`config.mk`:
```
export PLATFORM = sky130hd
export DESIGN_NAME = irq_status_bank
export DESIGN_NICKNAME = d
export VERILOG_FILES = /design/src/rtl/irq_pkg.sv /design/src/rtl/irq_ctrl.sv /design/src/rtl/irq_datapath.sv /design/src/rtl/irq_status_bank.sv
export SDC_FILE = /design/constraint.sdc
export NUM_CORES = 1
export LEC_CHECK = 0
export BUFFER_PORTS_ARGS = -buffer_cell sky130_fd_sc_hd__buf_2
export CORE_MARGIN = 4
export CORE_UTILIZATION = 41
export CTS_CLUSTER_DIAMETER = 100
export DETAILED_ROUTE_END_ITERATION = 12
export PLACE_DENSITY = 0.75
export SLEW_MARGIN = 10
export SYNTH_ARGS = -nofsm -noshare
export SYNTH_HDL_FRONTEND = slang
export SYNTH_SLANG_ARGS = --single-unit
```
`constraint.sdc`:
```
create_clock -name clk -period 1.4 [get_ports clk]
set_input_delay 0.21 -clock clk [delete_from_list [all_inputs] [get_ports clk]]
set_output_delay 0.21 -clock clk [all_outputs]
set_load 0.01 [all_outputs]
```
`src/rtl/irq_pkg.sv`:
```
package irq_pkg;
  typedef struct packed {
    logic clrStatus;
    logic loadMask;
    logic loadVis;
  } hostStrobe_t;
endpackage

```
`src/rtl/irq_ctrl.sv`:
```
module irq_ctrl
  import irq_pkg::*;
(
  input  logic        rdStatus,
  input  logic        wrMask,
  input  logic        wrCtrl,
  output hostStrobe_t strobe
);
  always_comb begin
    strobe.clrStatus = rdStatus;
    strobe.loadMask  = wrMask;
    strobe.loadVis   = wrCtrl;
  end
endmodule

```
`src/rtl/irq_datapath.sv`:
```
module irq_datapath
  import irq_pkg::*;
#(
  parameter int NUM_SRC = 8,
  parameter int VIS_BIT = 0
)(
  input  logic               clk,
  input  logic               rstN,
  input  hostStrobe_t        strobe,
  input  logic [NUM_SRC-1:0] wrData,
  input  logic [NUM_SRC-1:0] evt,
  output logic [NUM_SRC-1:0] statusQ,
  output logic [NUM_SRC-1:0] maskQ,
  output logic               visQ,
  output logic               irqQ
);
  logic [NUM_SRC-1:0] captureEn;

  // a source is captured if unmasked, or if visibility is on
  assign captureEn = visQ ? '1 : ~maskQ;

  for (genvar i = 0; i < NUM_SRC; i++) begin : g_bit
    always_ff @(posedge clk or negedge rstN) begin
      if (!rstN) begin
        statusQ[i] <= 1'b0;
      end else begin
        // the read clear comes first, a fresh event wins over it
        statusQ[i] <= (statusQ[i] & ~strobe.clrStatus) | (evt[i] & captureEn[i]);
      end
    end
  end

  always_ff @(posedge clk or negedge rstN) begin
    if (!rstN) begin
      maskQ <= '1;
      visQ  <= 1'b0;
      irqQ  <= 1'b0;
    end else begin
      if (strobe.loadMask) maskQ <= wrData;
      if (strobe.loadVis)  visQ  <= wrData[VIS_BIT];
      irqQ <= |(statusQ & ~maskQ);
    end
  end
endmodule

```
`src/rtl/irq_status_bank.sv`:
```
module irq_status_bank
  import irq_pkg::*;
#(
  parameter int NUM_SRC = 8
)(
  input  logic               clk,
  input  logic               rstN,
  input  logic               rdStatus,
  input  logic               wrMask,
  input  logic               wrCtrl,
  input  logic [NUM_SRC-1:0] wrData,
  input  logic [NUM_SRC-1:0] evt,
  output logic [NUM_SRC-1:0] rdData,
  output logic               irqOut,
  output logic               sumBit
);
  localparam int VIS_BIT = 0;

  hostStrobe_t        strobe;
  logic [NUM_SRC-1:0] statusQ;
  logic [NUM_SRC-1:0] maskQ;
  logic               visQ;
  logic               irqQ;

  irq_ctrl u_ctrl (
    .rdStatus (rdStatus),
    .wrMask   (wrMask),
    .wrCtrl   (wrCtrl),
    .strobe   (strobe)
  );

  irq_datapath #(.NUM_SRC(NUM_SRC), .VIS_BIT(VIS_BIT)) u_dp (
    .clk     (clk),
    .rstN    (rstN),
    .strobe  (strobe),
    .wrData  (wrData),
    .evt     (evt),
    .statusQ (statusQ),
    .maskQ   (maskQ),
    .visQ    (visQ),
    .irqQ    (irqQ)
  );

  assign rdData = statusQ;
  assign irqOut = irqQ;
  assign sumBit = irqQ;
endmodule

```
==> results.py, run 1 <==
metrics = {
    "clock_tree": {
        "clockRootBuffer": "clkbuf_4",
        "cts.clk_slew.worst_paths_ns": 0.10,
        "cts_tree": "yes",
        "post-cts-setup-buffer-count": 0,
        "htreeDepth": 1,
        "clock_latency_ns": 0.28,
        "clock_path_buffers": 2,
        "numCtsBuffers": 3,
        "clock-sinks": 18,
    },
    "worst_setup_path": {
        "required_ns": 1.56,
        "cp.arrival_ns": 1.39,
        "crit_path_start_kind": "flip-flop",
        "endpoint_kind": "flip-flop",
        "critPathMaxFanout": 2,
        "r2r_setup_slack_ns": 0.18,
        "crit_type": "reg -> reg",
    },
    "global_route": {
        "grt_usage_pct": 12.95,
        "grt_first_pass_wirelength_um": 2518,
        "grt_start_max_net_pins": 19,
        "grt-ovfl-total": 0,
        "antenna_found_initial": 0,
        "grt_pass1_vias": 610,
    },
    "floorplan": {
        "die_h_um": 50.07,
        "coreArea_um2": 1594,
        "die_w_um": 50.07,
        "start_util_pct": 45.53,
        "rows": 14,
        "io_pins": 31,
        "die-area_um2": 2507,
    },
    "yosys": {
        "post-synth-top-count-cell": "o21ai_0",
        "synth-seq-cells": 18,
        "seq_area_frac_synth_pct": 63.45,
        "syn-num-nets": 95,
        "ys.flop_type": "dfrtp_1",
        "synthArstFlopShare_pct": 100.0,
        "synth_edf_count": 0,
        "ys_warn_count": 0,
        "synth.avg_cell_area_um2": 9.807,
        "synth_common_cells": "o21ai_0, inv_1, dfrtp_1",
        "ys_types": 11,
        "netlist_area_um2": 725.7,
        "synthCells": 74,
        "synth_top_area_share_pct": 34.48,
        "synth_top_cell_by_area": "dfrtp_1",
        "synth_area_leaders": "dfrtp_1, dfstp_2, o21ai_0",
    },
    "cells_and_area": {
        "seq_area_um2": 460.4,
        "multi_input_area_um2": 193.9,
        "fillers": 150,
        "drive_gt1_share_pct": 41.12,
        "antenna_cells": 0,
        "finalNetCount": 129,
        "area_growth_pct": 29.66,
    },
    "routing": {
        "ant_nets": 0,
        "drtPass1Iterations": 4,
        "vias": 598,
        "vias_per_cell": 4.565,
        "routed_wl_um": 1452,
        "detail_route.wl_per_cell_um": 11.08,
        "dr.first_iter.drc_count": 16,
        "post-route-drc-count": 0,
    },
    "timing": {
        "fmax_mhz": 817.9,
        "worst-slew-pin-transition_ns": 0.3869,
        "rsz0062_at_grt": "false",
        "drv_slew": 0,
        "post-route-period-util_pct": 87.33,
        "finalHoldViolCount": 0,
        "final.setup.tns_ns": 0,
        "max-slew-margin-rel_pct": 74.20,
        "setup_viol": 0,
        "finalCriticalPeriod_ns": 1.223,
        "fin_skew_ns": 0.002874,
        "hold-worst-slack_ns": 0.1338,
    },
    "placement": {
        "io_buffers": 30,
        "dpl.hpwl_um": 1128,
        "gp_congestion": 0.7672,
    },
    "run": {
        "cap_viol_max_count": 0,
    },
    "hold_path": {
        "hold_path.class": "in -> reg",
    },
    "run_status": {
        "status": "completed",
    },
    "power_and_ir_drop": {
        "p_leak_nw": 0.4710,
        "vdd_drop_max_uv": 679.2,
        "powerDensity_nw_per_um2": 1158,
    },
}
==> what timing repair did <==
item | 4_1_cts | 5_1_grt
hold buffers | 1 | 0
endpoints found under the hold margin | 10 | 0
setup endpoints to repair | 0 | 0
gates resized for setup | 0 | 0
==> where the power goes <==
group / internal, mW / switching (mW)
registers: 0.586 / 0.0303
logic: 0.0745 / 0.0911
clock network: 0.158 / 0.150
==> layer usage <==
layer  share of wire, %  track usage [%]
met2                 47            21.74
met5                  0                0
met4               0.76            4.147
met3                7.5            3.916
met1                 44            15.65
==> layout make-up <==
type / count / share of cell area, %
multi-input combinational: 38 / 20.61
tap: 24 / 3.191
clock buffer: 4 / 3.856
inverter: 16 / 6.383
timing repair buffer: 31 / 17.02
sequential: 18 / 48.94
==> worst max-delay path: stages, from the launching register on <==
cell and delay [ns]:
dfstp_2 0.54, o22ai_1 0.06, or4_1 0.51
==> layout by cell type (no fill, tap or decap) <==
master	netlist	final
buf_2	0	30
clkbuf_4	0	3
clkbuf_8	0	1
dfrtp_1	10	10
dfstp_2	8	8
dlygate4sd3_1	0	1
inv_1	15	15
inv_2	1	1
mux2_2	1	1
nand2_1	8	8
o21ai_0	24	24
o22ai_1	4	4
or4_1	1	1
==> cells by family after synthesis <==
family | after synthesis | share of synthesized area [%]
buffers and inverters | 18 | 9.826
AO/OA/AOI/OAI | 28 | 20.00
AND/OR/NAND/NOR | 9 | 5.173
flip-flops | 18 | 63.45
multiplexers | 1 | 1.552
==> flip-flops by register name, indices dropped and copies added, names as in the netlist <==
| register | count |
|---|---|
| u_dp.maskQ | 8 |
| u_dp.statusQ | 8 |
| u_dp.irqQ | 1 |
| u_dp.visQ | 1 |
==> path summary, 6_finish.rpt <==
check	start	cells past startpoint	to
max	u_dp.maskQ[6]$_DFFE_PN1P_	2	u_dp.irqQ$_DFF_PN0_
min reg2reg	u_dp.maskQ[7]$_DFFE_PN1P_	2	u_dp.maskQ[7]$_DFFE_PN1P_
max in group asynchronous	rstN	2	u_dp.maskQ[7]$_DFFE_PN1P_
min in group asynchronous	rstN	2	u_dp.visQ$_DFFE_PN0P_
min	wrData[4]	3	u_dp.maskQ[4]$_DFFE_PN1P_
max reg2reg	u_dp.maskQ[6]$_DFFE_PN1P_	2	u_dp.irqQ$_DFF_PN0_
==> metrics by stage <==
stage / utilization, % / setup WS [ns] / instances / instance area, um^2 / power (mW)
after floorplan: - / 0.2040 / 74 / 725.7 / 0.7051
after detailed placement: 56.12 / 0.1829 / 126 / 894.6 / 0.7930
after global placement: 56.12 / 0.1938 / 126 / 894.6 / 0.7879
after global routing: 59.03 / 0.1130 / 131 / 940.9 / 1.162
after CTS: 59.03 / 0.1703 / 131 / 940.9 / 1.100
final: 59.03 / 0.1774 / 131 / 940.9 / 1.090
Power figures use the tool's default switching activity.
==> inputs of run 2 (changes only) <==
--- a/config.mk
+++ b/config.mk
@@ -10,8 +10,8 @@
 export CORE_UTILIZATION = 41
 export CTS_CLUSTER_DIAMETER = 100
 export DETAILED_ROUTE_END_ITERATION = 12
-export PLACE_DENSITY = 0.75
-export SLEW_MARGIN = 10
+export PLACE_DENSITY = 0.7
+export SLEW_MARGIN = 15
 export SYNTH_ARGS = -nofsm -noshare
 export SYNTH_HDL_FRONTEND = slang
 export SYNTH_SLANG_ARGS = --single-unit
==> results.py, run 2 (synthesis results as in run 1) <==
metrics = {
    "timing": {
        "finalCriticalPeriod_ns": 1.241,
        "fmax_mhz": 805.8,
        "drv_slew": 0,
        "worst-slew-pin-transition_ns": 0.3785,
        "finalHoldViolCount": 0,
        "max-slew-margin-rel_pct": 74.77,
        "post-route-period-util_pct": 88.64,
        "rsz0062_at_grt": "false",
        "setup_viol": 0,
        "fin_skew_ns": 0.0006548,
        "final.setup.tns_ns": 0,
    },
    "worst_setup_path": {
        "crit_path_start_kind": "flip-flop",
        "crit_type": "reg -> reg",
        "critPathMaxFanout": 2,
        "critical_path.top_delay_family": "flip-flops",
        "cp.arrival_ns": 1.40,
        "required_ns": 1.56,
        "cp_cell_sequence": "o22ai_1, or4_1",
        "max_stage_delay_ns": 0.54,
        "cp_num_buf_inv": 0,
        "endpoint_kind": "flip-flop",
        "cpMaxStageDelayCell": "dfstp_2",
    },
    "hold_path": {
        "hold_path.class": "in -> reg",
    },
    "routing": {
        "drtPass1Iterations": 4,
        "post-route-drc-count": 0,
        "detail_route.wl_per_cell_um": 11.41,
        "vias": 593,
        "vias_per_cell": 4.527,
        "routed_wl_um": 1495,
        "ant_nets": 0,
        "dr.first_iter.drc_count": 11,
    },
    "run_status": {
        "status": "completed",
    },
    "power_and_ir_drop": {
        "powerDensity_nw_per_um2": 1158,
        "vdd_drop_max_uv": 628.9,
        "p_total_mw": 1.089,
        "switching_share_pct": 24.81,
        "p_leak_nw": 0.4710,
        "p_sw_mw": 0.2702,
        "clkPwrFrac_pct": 28.1,
        "seq_power_share_pct": 56.6,
        "intPower_mw": 0.8189,
        "combPwrFrac_pct": 15.3,
    },
    "clock_tree": {
        "clock_latency_ns": 0.28,
        "clock_path_buffers": 2,
        "clock-sinks": 18,
        "clockRootBuffer": "clkbuf_4",
        "numCtsBuffers": 3,
        "cts_tree": "yes",
        "cts.clk_slew.worst_paths_ns": 0.09,
        "cts_resized": 0,
        "htreeDepth": 1,
    },
    "floorplan": {
        "coreArea_um2": 1594,
        "start_util_pct": 45.53,
        "die_h_um": 50.07,
        "die-area_um2": 2507,
        "die_w_um": 50.07,
        "rows": 14,
        "io_pins": 31,
    },
    "cells_and_area": {
        "area_growth_pct": 29.66,
        "mostFrequentLayoutCells": "buf_2, o21ai_0, inv_1",
        "top_regs": "u_dp.maskQ: 8 flops, u_dp.statusQ: 8 flops",
        "antenna_cells": 0,
        "fillers": 145,
        "drive_gt1_share_pct": 41.12,
        "seq_area_um2": 460.4,
        "final_common_cell": "buf_2",
        "multi_input_area_um2": 193.9,
        "finalNetCount": 129,
    },
    "global_route": {
        "grt_start_max_net_pins": 19,
        "antenna_found_initial": 0,
        "grt_first_pass_wirelength_um": 2532,
        "grt_usage_pct": 13.36,
        "grt_pass1_vias": 631,
        "grt-ovfl-total": 0,
    },
    "placement": {
        "io_buffers": 30,
        "dpl.hpwl_um": 1187,
        "gp_congestion": 0.7476,
    },
    "run": {
        "cap_viol_max_count": 0,
    },
}
## run 2: cell counts in the layout (fill, tap and decap cells not counted)
Identical to the previous run, type by type.
## run 2: worst register-to-register path: stages, from the launching register on
cell and delay (ns):
dfstp_2 0.54, o22ai_1 0.07, or4_1 0.52
## run 2: layout make-up
type / count / area share [%]
Tap cell: 24 / 3.191
Inverter: 16 / 6.383
Timing Repair Buffer: 31 / 17.02
Multi-Input combinational cell: 38 / 20.61
Sequential cell: 18 / 48.94
Clock buffer: 4 / 3.856
## run 2: path summary, 6_finish.rpt
kind | start | end | slack (ns) | cells after the start
max in group asynchronous | rstN | u_dp.maskQ[2]$_DFFE_PN1P_ | 0.73 | 2
worst max-delay path | u_dp.maskQ[6]$_DFFE_PN1P_ | u_dp.irqQ$_DFF_PN0_ | 0.16 | 2
worst max register to register | u_dp.maskQ[6]$_DFFE_PN1P_ | u_dp.irqQ$_DFF_PN0_ | 0.16 | 2
min in group asynchronous | rstN | u_dp.statusQ[5]$_DFF_PN0_ | 0.36 | 2
worst min register to register | u_dp.maskQ[4]$_DFFE_PN1P_ | u_dp.maskQ[4]$_DFFE_PN1P_ | 0.51 | 2
worst min-delay path | wrData[4] | u_dp.maskQ[4]$_DFFE_PN1P_ | 0.13 | 3
## run 2: power by group through the flow
| stage | clock, mW | sequential, mW | combinational, mW |
|---|---|---|---|
| floorplan | 0 | 0.635 | 0.0702 |
| global placement | 0 | 0.623 | 0.166 |
| detailed placement | 0 | 0.627 | 0.167 |
| CTS | 0.321 | 0.617 | 0.170 |
| global route | 0.351 | 0.625 | 0.192 |
| finish | 0.306 | 0.616 | 0.167 |
## run 2: per-stage QoR
stage / hold WS (ns) / cell area, um^2 / worst slack, ns / util [%] / cells
after floorplan: -0.08559 / 725.7 / 0.2040 / - / 74
after global placement: 0.1520 / 894.6 / 0.1927 / 56.12 / 126
after detailed placement: 0.1549 / 894.6 / 0.1764 / 56.12 / 126
after CTS: 0.1181 / 940.9 / 0.1609 / 59.03 / 131
after global routing: 0.1259 / 940.9 / 0.1327 / 59.03 / 131
final: 0.1254 / 940.9 / 0.1590 / 59.03 / 131
## run 2: routing by layer
metal	share of wire, %	track usage [%]	up-vias
li1	-	-	305
met5	0	0	-
met2	52	24.78	15
met1	43	14.20	271
met3	4.0	3.012	2
met4	1.0	5.530	0
## run 2: repair_timing
action,4_1_cts,5_1_grt
hold endpoints to repair,10,0
setup buffers,0,0
hold buffers,1,0
==> inputs of run 3 (changes only) <==
--- a/config.mk
+++ b/config.mk
@@ -5,6 +5,7 @@
 export SDC_FILE = /design/constraint.sdc
 export NUM_CORES = 1
 export LEC_CHECK = 0
+export ABC_AREA = 1
 export BUFFER_PORTS_ARGS = -buffer_cell sky130_fd_sc_hd__buf_2
 export CORE_MARGIN = 4
 export CORE_UTILIZATION = 41
==> results.py, run 3 <==
metrics = {
    "placement": {
        "dpl.hpwl_um": 1149,
        "gp_congestion": 0.7391,
        "placed_area_um2": 920.9,
        "io_buffers": 30,
        "pre_cts_slack_ns": 0.4813,
        "dp_cells": 139,
    },
    "run_status": {
        "status": "completed",
    },
    "yosys": {
        "synth_top_area_share_pct": 33.00,
        "synth_top_cell_by_area": "dfrtp_1",
        "synth-seq-cells": 18,
        "synth_common_cells": "o21ai_0, nand2_1, inv_1",
        "netlist_area_um2": 758.2,
        "ys_warn_count": 0,
        "post-synth-top-count-cell": "o21ai_0",
        "seq_area_frac_synth_pct": 60.73,
        "synth.avg_cell_area_um2": 8.817,
        "synthArstFlopShare_pct": 100.0,
        "ys_types": 8,
        "synth_area_leaders": "dfrtp_1, dfstp_2, o21ai_0",
        "ys.flop_type": "dfrtp_1",
        "syn-num-nets": 107,
        "synth_edf_count": 0,
        "synthCells": 86,
    },
    "power_and_ir_drop": {
        "combPwrFrac_pct": 15.7,
        "intPower_mw": 0.8182,
        "powerDensity_nw_per_um2": 1148,
        "p_total_mw": 1.110,
        "switching_share_pct": 26.28,
        "seq_power_share_pct": 55.6,
        "vdd_drop_max_uv": 574.0,
        "clkPwrFrac_pct": 28.6,
        "p_sw_mw": 0.2917,
        "p_leak_nw": 0.5118,
    },
    "worst_setup_path": {
        "worstRegToRegCells": 5,
        "critPathMaxFanout": 3,
        "r2r_setup_slack_ns": 0.47,
        "cpMaxStageDelayCell": "dfrtp_1",
        "max_stage_delay_ns": 0.42,
        "crit_type": "reg -> out",
        "r2r_start": "u_dp.maskQ[6]$_DFFE_PN1P_",
        "endpoint_kind": "output port",
        "cp_cell_sequence": "buf_2",
        "crit_path_start_kind": "flip-flop",
        "r2r_end": "u_dp.irqQ$_DFF_PN0_",
        "cp_num_buf_inv": 1,
        "critical_path.top_delay_family": "flip-flops",
        "cp.arrival_ns": 0.85,
        "required_ns": 1.19,
    },
    "routing": {
        "vias_per_cell": 4.396,
        "drtPass1Iterations": 4,
        "ant_nets": 0,
        "detail_route.wl_per_cell_um": 10.99,
        "post-route-drc-count": 0,
        "dr.first_iter.drc_count": 13,
        "routed_wl_um": 1583,
        "vias": 633,
    },
    "timing": {
        "fmax_mhz": 940.0,
        "final.setup.tns_ns": 0,
        "max-slew-margin-rel_pct": 74.21,
        "finalCriticalPeriod_ns": 1.064,
        "rsz0062_at_grt": "false",
        "finalHoldViolCount": 0,
        "fin_skew_ns": 0.0003579,
        "setup_viol": 0,
        "worst-slew-pin-transition_ns": 0.3868,
        "drv_slew": 0,
        "hold-worst-slack_ns": 0.1102,
        "finalWorstSetupSlack_ns": 0.3362,
        "post-route-period-util_pct": 75.99,
    },
    "hold_path": {
        "min_path_cells": 2,
        "hold_path_startpoint": "wrCtrl",
        "holdPathEnd": "u_dp.visQ$_DFFE_PN0P_",
        "hold_path.class": "in -> reg",
    },
    "cells_and_area": {
        "antenna_cells": 0,
        "area_growth_pct": 27.56,
        "finalNetCount": 141,
        "top_regs": "u_dp.maskQ: 8 flops, u_dp.statusQ: 8 flops",
        "fillers": 166,
        "mostFrequentLayoutCells": "buf_2, o21ai_0, nand2_1",
        "instances_no_fill": 144,
        "design_area_um2": 967.2,
        "drive_gt1_share_pct": 35.29,
        "final_common_cell": "buf_2",
        "multi_input_area_um2": 215.2,
        "seq_area_um2": 460.4,
        "final_util_pct": 55.41,
    },
    "global_route": {
        "grt_first_pass_wirelength_um": 2856,
        "grt_pass1_vias": 661,
        "grt-ovfl-total": 0,
        "grt_start_max_net_pins": 19,
        "grt_usage_pct": 14.92,
        "antenna_found_initial": 0,
    },
    "clock_tree": {
        "numCtsBuffers": 3,
        "clock_latency_ns": 0.29,
        "cts_resized": 0,
        "cts_tree": "yes",
        "clock-sinks": 18,
        "holdBufCountCts": 1,
        "clockRootBuffer": "clkbuf_4",
        "cts.clk_slew.worst_paths_ns": 0.10,
        "htreeDepth": 1,
        "post-cts-setup-buffer-count": 0,
        "clock_path_buffers": 2,
    },
    "floorplan": {
        "coreArea_um2": 1745,
        "rows": 15,
        "start_util_pct": 43.44,
        "die_w_um": 51.01,
        "die-area_um2": 2602,
        "io_pins": 31,
        "die_h_um": 51.01,
    },
    "run": {
        "cap_viol_max_count": 0,
    },
}
run 3: cell count changes in the layout (fill, tap and decap cells not counted), sizes merged:
cell,delta
o22ai,-4
nand2,+14
nor2,+2
or4,-1
o21ai,+1
mux2,-1
inv,+1
run 3: final cells by class:
class / count / area share, %
flip-flops and latches: 18 / 47.61
multi-input cells: 49 / 22.25
repair buffers: 31 / 16.56
inverters: 17 / 6.598
clock buffers: 4 / 3.752
well taps: 25 / 3.234
run 3: worst max-delay path by stage:
stage / start / end / slack, ns / cells past startpoint
after floorplan: u_dp.maskQ[2]$_DFFE_PN1P_ / u_dp.irqQ$_DFF_PN0_ / 0.53 / 5
after global placement: u_dp.maskQ[6]$_DFFE_PN1P_ / u_dp.irqQ$_DFF_PN0_ / 0.49 / 5
after detailed placement: u_dp.maskQ[2]$_DFFE_PN1P_ / u_dp.irqQ$_DFF_PN0_ / 0.48 / 5
after CTS: u_dp.statusQ[1]$_DFF_PN0_ / rdData[1] / 0.33 / 1
after global routing: u_dp.statusQ[6]$_DFF_PN0_ / rdData[6] / 0.30 / 1
final: u_dp.statusQ[6]$_DFF_PN0_ / rdData[6] / 0.34 / 1
run 3: cells by family after synthesis:
family,after synthesis,synth area share (%)
AO/OA/AOI/OAI,25,16.50
AND/OR/NAND/NOR,24,11.88
buffers and inverters,19,10.89
flip-flops,18,60.73
run 3: power groups by stage:
| stage | registers (mW) | logic (mW) | clock network, mW |
|---|---|---|---|
| after floorplan | 0.634 | 0.0802 | 0 |
| after global placement | 0.626 | 0.172 | 0 |
| after detailed placement | 0.628 | 0.176 | 0 |
| after CTS | 0.619 | 0.179 | 0.328 |
| after global routing | 0.627 | 0.209 | 0.346 |
| final | 0.617 | 0.175 | 0.318 |
run 3: layer usage:
layer | part of all wire [%] | vias up | GRT usage [%]
met5 | 0 | - | 0
met4 | 0.76 | 0 | 8.520
met3 | 8.0 | 2 | 4.082
met2 | 43 | 23 | 22.75
met1 | 48 | 278 | 18.88
li1 | - | 330 | -
